File: src/rtl/rng_pkg.sv
package rng_pkg;
   localparam int unsigned OFFS_W = 8;
   localparam logic [OFFS_W-1:0] OFFS_CTRL   = 8'h00;
   localparam logic [OFFS_W-1:0] OFFS_MODE   = 8'h04;
   localparam logic [OFFS_W-1:0] OFFS_STATUS = 8'h1C;
   localparam logic [OFFS_W-1:0] OFFS_DATA   = 8'h50;

   localparam logic [23:0] UNLOCK_KEY = 24'h524E47;

   typedef struct packed {
      logic gen_en;
      logic half_rate;
   } rng_cfg_t;
endpackage

File: src/rtl/rng_key_ctrl.sv
module rng_key_ctrl
   import rng_pkg::*;
#(
   parameter int unsigned ADDR_W = 8,
   parameter int unsigned DATA_W = 32,
   parameter logic [DATA_W-9:0] KEY = UNLOCK_KEY
) (
   input  logic              clk,
   input  logic              rst_n,
   input  logic              wr_en,
   input  logic [ADDR_W-1:0] addr,
   input  logic [DATA_W-1:0] wdata,
   output rng_cfg_t          cfg
);
   localparam int unsigned KEY_W = DATA_W - 8;
   localparam logic [ADDR_W-1:0] A_CTRL = ADDR_W'(OFFS_CTRL);
   localparam logic [ADDR_W-1:0] A_MODE = ADDR_W'(OFFS_MODE);

   initial begin
      assert (DATA_W >= 16) else $error("DATA_W too small for key field");
      assert (ADDR_W >= 7)  else $error("ADDR_W cannot reach all offsets");
   end

   logic ctrl_hit, key_ok, mode_hit;
   logic unused_wdata_bits;

   assign ctrl_hit = wr_en && (addr == A_CTRL);
   assign mode_hit = wr_en && (addr == A_MODE);
   assign key_ok   = (wdata[DATA_W-1 -: KEY_W] == KEY);
   assign unused_wdata_bits = ^wdata[7:1];

   always_ff @(posedge clk or negedge rst_n) begin
      if (!rst_n) begin
         cfg <= '0;
      end else begin
         if (ctrl_hit && key_ok) cfg.gen_en <= wdata[0];
         if (mode_hit)           cfg.half_rate <= wdata[0];
      end
   end

   // a control write with a wrong key leaves the enable untouched
   assert_bad_key_ignored_R2: assert property (@(posedge clk) disable iff (!rst_n)
      (ctrl_hit && !key_ok) |=> $stable(cfg.gen_en));
   // an accepted write takes bit 0 as the enable
   assert_key_write_applied_R2: assert property (@(posedge clk) disable iff (!rst_n)
      (ctrl_hit && key_ok) |=> (cfg.gen_en == $past(wdata[0])));
endmodule

File: src/rtl/rng_period_timer.sv
module rng_period_timer #(
   parameter int unsigned FULL_PERIOD = 84,
   parameter int unsigned SLOW_FACTOR = 2
) (
   input  logic clk,
   input  logic rst_n,
   input  logic run,
   input  logic slow,
   output logic tick
);
   localparam int unsigned SLOW_PERIOD = FULL_PERIOD * SLOW_FACTOR;
   localparam int unsigned CNT_W = $clog2(SLOW_PERIOD);
   localparam logic [CNT_W-1:0] FULL_LAST = CNT_W'(FULL_PERIOD - 1);
   localparam logic [CNT_W-1:0] SLOW_LAST = CNT_W'(SLOW_PERIOD - 1);

   initial begin
      assert (FULL_PERIOD >= 2) else $error("FULL_PERIOD must be at least 2");
      assert (SLOW_FACTOR >= 1) else $error("SLOW_FACTOR must be at least 1");
   end

   logic [CNT_W-1:0] count_q;
   logic [CNT_W-1:0] last_val;

   assign last_val = slow ? SLOW_LAST : FULL_LAST;
   assign tick     = run && (count_q >= last_val);

   always_ff @(posedge clk or negedge rst_n) begin
      if (!rst_n)      count_q <= '0;
      else if (!run)   count_q <= '0;
      else if (tick)   count_q <= '0;
      else             count_q <= count_q + 1'b1;
   end

   // the counter never passes the longest interval
   assert_count_bound_R3: assert property (@(posedge clk) disable iff (!rst_n)
      count_q <= SLOW_LAST);
   // a word boundary restarts the interval
   assert_restart_after_tick_R3: assert property (@(posedge clk) disable iff (!rst_n)
      tick |=> (count_q == '0));
   // in half-rate mode a tick needs the full slow interval
   assert_slow_interval_R4: assert property (@(posedge clk) disable iff (!rst_n)
      (tick && slow) |-> (count_q == SLOW_LAST));
endmodule

File: src/rtl/rng_lfsr_source.sv
module rng_lfsr_source #(
   parameter int unsigned WIDTH = 32,
   parameter logic [WIDTH-1:0] TAPS = 32'hB4BC_D35C,
   parameter logic [WIDTH-1:0] SEED = 32'hACE1_2468
) (
   input  logic             clk,
   input  logic             rst_n,
   input  logic             step,
   output logic [WIDTH-1:0] next_word
);
   initial begin
      assert (SEED != '0) else $error("LFSR seed must be non-zero");
      assert (TAPS[WIDTH-1]) else $error("tap mask must include the top bit");
   end

   logic [WIDTH-1:0] state_q;

   genvar b;
   generate
      for (b = 0; b < WIDTH; b++) begin : g_bit
         if (b == WIDTH - 1) begin : g_top
            assign next_word[b] = TAPS[b] & state_q[0];
         end else begin : g_mid
            assign next_word[b] = state_q[b+1] ^ (TAPS[b] & state_q[0]);
         end
      end
   endgenerate

   always_ff @(posedge clk or negedge rst_n) begin
      if (!rst_n)    state_q <= SEED;
      else if (step) state_q <= next_word;
   end

   // the source never locks up in the all-zero state
   assert_state_nonzero_R7: assert property (@(posedge clk) disable iff (!rst_n)
      state_q != '0);
   // the state only moves when a word is taken
   assert_hold_without_step_R7: assert property (@(posedge clk) disable iff (!rst_n)
      !step |=> $stable(state_q));
endmodule

File: src/rtl/keyed_rng_periph.sv
module keyed_rng_periph
   import rng_pkg::*;
#(
   parameter int unsigned ADDR_W      = 8,
   parameter int unsigned DATA_W      = 32,
   parameter int unsigned FULL_PERIOD = 84,
   parameter int unsigned SLOW_FACTOR = 2,
   parameter logic [31:0] LFSR_TAPS   = 32'hB4BC_D35C,
   parameter logic [31:0] LFSR_SEED   = 32'hACE1_2468
) (
   input  logic              clk,
   input  logic              rst_n,
   input  logic [ADDR_W-1:0] bus_addr,
   input  logic              bus_wr_en,
   input  logic [DATA_W-1:0] bus_wdata,
   input  logic              bus_rd_en,
   output logic [DATA_W-1:0] bus_rdata
);
   localparam logic [ADDR_W-1:0] A_MODE   = ADDR_W'(OFFS_MODE);
   localparam logic [ADDR_W-1:0] A_STATUS = ADDR_W'(OFFS_STATUS);
   localparam logic [ADDR_W-1:0] A_DATA   = ADDR_W'(OFFS_DATA);

   initial begin
      assert (DATA_W == 32) else $error("tap and seed parameters assume 32 bits");
   end

   rng_cfg_t          cfg;
   logic              word_tick;
   logic [DATA_W-1:0] fresh_word;
   logic [DATA_W-1:0] out_word_q;
   logic              ready_q;
   logic              status_rd;

   rng_key_ctrl #(.ADDR_W(ADDR_W), .DATA_W(DATA_W)) u_ctrl (
      .clk   (clk),
      .rst_n (rst_n),
      .wr_en (bus_wr_en),
      .addr  (bus_addr),
      .wdata (bus_wdata),
      .cfg   (cfg)
   );

   rng_period_timer #(.FULL_PERIOD(FULL_PERIOD), .SLOW_FACTOR(SLOW_FACTOR)) u_timer (
      .clk   (clk),
      .rst_n (rst_n),
      .run   (cfg.gen_en),
      .slow  (cfg.half_rate),
      .tick  (word_tick)
   );

   rng_lfsr_source #(.WIDTH(DATA_W), .TAPS(LFSR_TAPS), .SEED(LFSR_SEED)) u_src (
      .clk       (clk),
      .rst_n     (rst_n),
      .step      (word_tick),
      .next_word (fresh_word)
   );

   assign status_rd = bus_rd_en && (bus_addr == A_STATUS);

   always_ff @(posedge clk or negedge rst_n) begin
      if (!rst_n) begin
         out_word_q <= '0;
         ready_q    <= 1'b0;
      end else begin
         if (word_tick) out_word_q <= fresh_word;
         if (word_tick)      ready_q <= 1'b1;
         else if (status_rd) ready_q <= 1'b0;
      end
   end

   always_comb begin
      bus_rdata = '0;
      if (bus_rd_en) begin
         unique case (bus_addr)
            A_MODE:   bus_rdata = DATA_W'(cfg.half_rate);
            A_STATUS: bus_rdata = DATA_W'(ready_q);
            A_DATA:   bus_rdata = out_word_q;
            default:  bus_rdata = '0;
         endcase
      end
   end

   // the flag only rises together with a newly loaded word
   assert_ready_needs_word_R5: assert property (@(posedge clk) disable iff (!rst_n)
      $rose(ready_q) |-> $past(word_tick));
   // a status read without a new word leaves the flag low
   assert_read_clears_R5: assert property (@(posedge clk) disable iff (!rst_n)
      (status_rd && !word_tick) |=> !ready_q);
   // a disabled generator keeps the flag low and the word fixed
   assert_idle_quiet_R6: assert property (@(posedge clk) disable iff (!rst_n)
      (!cfg.gen_en && !ready_q) |=> (!ready_q && $stable(out_word_q)));
endmodule

File: config.mk
export PLATFORM = sky130hd
export DESIGN_NAME = keyed_rng_periph
export DESIGN_NICKNAME = d
export VERILOG_FILES = /design/src/rtl/rng_pkg.sv /design/src/rtl/rng_key_ctrl.sv /design/src/rtl/rng_period_timer.sv /design/src/rtl/rng_lfsr_source.sv /design/src/rtl/keyed_rng_periph.sv
export SDC_FILE = /design/constraint.sdc
export NUM_CORES = 1
export LEC_CHECK = 0
export ABC_AREA = 0
export BUFFER_PORTS_ARGS = -buffer_cell sky130_fd_sc_hd__buf_2
export CAP_MARGIN = 20
export CORE_ASPECT_RATIO = 1.75
export CORE_MARGIN = 2
export CORE_UTILIZATION = 45
export CTS_CLUSTER_DIAMETER = 50
export CTS_CLUSTER_SIZE = 20
export DETAILED_ROUTE_END_ITERATION = 12
export GPL_TIMING_DRIVEN = 0
export PLACE_DENSITY = 0.69
export RECOVER_POWER = 100
export SLEW_MARGIN = 20
export SYNTH_ARGS = -nofsm -noshare
export SYNTH_HDL_FRONTEND = slang
export SYNTH_SLANG_ARGS = --single-unit
File: constraint.sdc
create_clock -name clk -period 2.3 [get_ports clk]
set_input_delay 0.46 -clock clk [delete_from_list [all_inputs] [get_ports clk]]
set_output_delay 0.46 -clock clk [all_outputs]
set_load 0.01 [all_outputs]
==> impl_metrics.ini <==
[status]
outcome = finished clean

[drt]
totalWireLength_um = 5520
drt_iter0_drc = 63
drt-pass1-iter-count = 4
antenna_left = 0
drc_errors = 0
wl_per_cell_um = 14.5
vias_per_cell = 4.94
dr_total_vias = 1884

[synth]
seq_area_frac_synth = 0.477
syn_area_sq_um = 2970
syn-num-nets = 272
yosysUniqueCellTypes = 32
ys_seq_elements = 56
syn_inst = 222
ys_warn_count = 0
syn_area_per_cell_sq_um = 13.4

[setup_path]
r2r_end = u_src.state_q[19]$_DFFE_PN0P_
arrival_ns = 1.77
cp-start-kind = input port
rrSetupSlack_ns = 0.17
required_ns = 1.84
r2r_start = u_ctrl.cfg[0]$_DFFE_PN0P_
rr_worst_depth = 8
end_kind = primary output
crit_fanout = 10
path_class = input port to primary output

[sta]
setup_viol_count_final = 0
drv_slew = 0
relSlewSlack = 0.0878
finalSetupTns_ns = 0
worst_slew_pin_slew_ns = 1.37
fmax_ghz = 0.448
finalCritPeriodShare = 0.971
fin_crit_ns = 2.23
setup_slack_ns = 0.0678
hold_violations = 0
fin_skew_ns = 0.00408

[final_layout]
drive_gt1_frac = 0.498
area_delta_synth_final_pct = 20.9
fin_cells = 381
nNetsFinal = 348
final_cell_mix = buf_2 (67), dfrtp_1 (43), mux2_4 (39), and2_1 (31), xor2_1 (21)
final_common_cell = buf_2
diodes = 0

[min_path]
hold_start = bus_wdata[0]
whs_path_depth = 2
worstHoldEndpoint = u_ctrl.cfg[0]$_DFFE_PN0P_
hold_class = input port to register

[die]
die_w_um = 65.5
rows = 39
io_pins = 76
dieArea_sq_um = 7300
floorplan.initialDensity = 0.462
chipHeight_um = 112
core_area_sq_um = 6440

[clocking]
clock_latency_ns = 0.29
ctsHoldBuffers = 0
cts_tree = yes
clk_path_buf_depth = 2
htree_num_levels = 2
numCtsBuffers = 5
clk_pin_slew_ns = 0.07
cts_root_buffer = clkbuf_16
cts.sinks = 56

[placement]
dpl.cell_count = 372
dp_slack_ns = -0.209
place_hpwl_um = 4000
portBuffers = 68
place.gp.congestion = 0.827

[global_route]
grt_pass1_wl_um = 9200
grt_pass1_vias = 1919
overflow = 0
antenna_found_initial = 0
grt_use_total = 0.162
grt_max_degree = 57

[power_and_ir_drop]
p_leak_nw = 1.85
ir_drop_v = 0.000340
powerDensity_nw_per_um2 = 503

[run]
max_cap_viol_count = 0
## cell usage after synthesis (all sizes together)
library cell / n / area share
nor4bb: 2 / 0.0067
nand2: 1 / 0.0013
xnor2: 2 / 0.0059
xor2: 21 / 0.062
and3: 2 / 0.0042
or2: 1 / 0.0021
nor4: 2 / 0.0042
nand3: 7 / 0.012
o21ai: 1 / 0.0017
dfrtp: 43 / 0.36
a211oi: 1 / 0.0042
inv: 4 / 0.0050
nand2b: 1 / 0.0021
a2bb2oi: 1 / 0.0029
ha: 6 / 0.025
nor4b: 3 / 0.011
nand4b: 2 / 0.0059
buf: 5 / 0.031
dfstp: 13 / 0.11
nor2: 12 / 0.016
o22a: 1 / 0.0034
a21oi: 2 / 0.0034
o2bb2ai: 1 / 0.0029
and2: 31 / 0.065
a21boi: 1 / 0.0038
clkbuf: 5 / 0.0063
mux2: 47 / 0.23
nand4: 4 / 0.0084
## cells by family (layout without fill, tap and decap cells)
kind of cell / Yosys count / after routing / share of synthesized area
compound gates: 8 / 8 / 0.0223
xor+xnor: 23 / 23 / 0.0677
fa+ha+maj: 6 / 6 / 0.0252
buf+inv: 14 / 91 / 0.0421
flops: 56 / 56 / 0.477
mux: 47 / 47 / 0.227
simple gates: 68 / 68 / 0.139
## per-layer routing
metal	up-vias	routed length [um]	global-route usage
met5	-	0	0
met4	0	98	0.0625
met3	7	130	0.0263
met2	22	3010	0.271
met1	942	2280	0.206
li1	913	-	-
## power breakdown
| group | switching (W) | total (W) | internal, W |
|---|---|---|---|
| sequential | 0.00000130 | 0.000987 | 0.000986 |
| clock | 0.000350 | 0.000755 | 0.000406 |
| combinational | 0.0000364 | 0.0000659 | 0.0000295 |
## metrics by stage
step / hold WS [ns] / cell area [sq um] / utilization / power (W)
floorplan: 0.164 / 2970 / - / 0.00102
global placement: 0.438 / 3420 / 0.530 / 0.00107
detailed placement: 0.444 / 3420 / 0.531 / 0.00107
CTS: 0.237 / 3590 / 0.557 / 0.00184
global route: 0.423 / 3600 / 0.558 / 0.00188
finish: 0.421 / 3600 / 0.558 / 0.00181
## timing repair
item	4_1_cts	5_1_grt
resized for setup	6	7
pin swaps	0	1
buffers inserted	0	1
setup endpoints to repair	30	30
## area by class of cell
type,count,area [sq um]
plain buffers,10,129
clock buffers,5,125
clock inverters,3,23.8
fillers,577,2850
inverters,4,15.0
multi-input cells,152,1440
flip-flops and latches,56,1420
well taps,82,103
repair buffers,69,348
## worst max path at each step
| stage | from | to | slack, ns |
|---|---|---|---|
| CTS | bus_addr[5] | bus_rdata[19] | 0.02 |
| finish | bus_addr[5] | bus_rdata[19] | 0.07 |
| global route | bus_addr[5] | bus_rdata[21] | -0.002 |
| floorplan | bus_addr[5] | bus_rdata[22] | 0.36 |
| global placement | bus_addr[5] | bus_rdata[0] | -0.17 |
| detailed placement | bus_addr[5] | bus_rdata[23] | -0.21 |
## sequential cells by signal, summed over array words and instances, names as in the netlist
signal,cells
out_word_q,13
u_timer.count_q,8
u_src.state_q,32
ready_q,1
u_ctrl.cfg,2
## critical path, cell delays in order
cell     delay, ns
buf_2         0.10
nor2_2        0.14
nand4_1       0.16
nor4b_4       0.29
buf_4         0.18
buf_4         0.16
and2_1        0.15
buf_2         0.13
(Power assumes the default switching activity.)
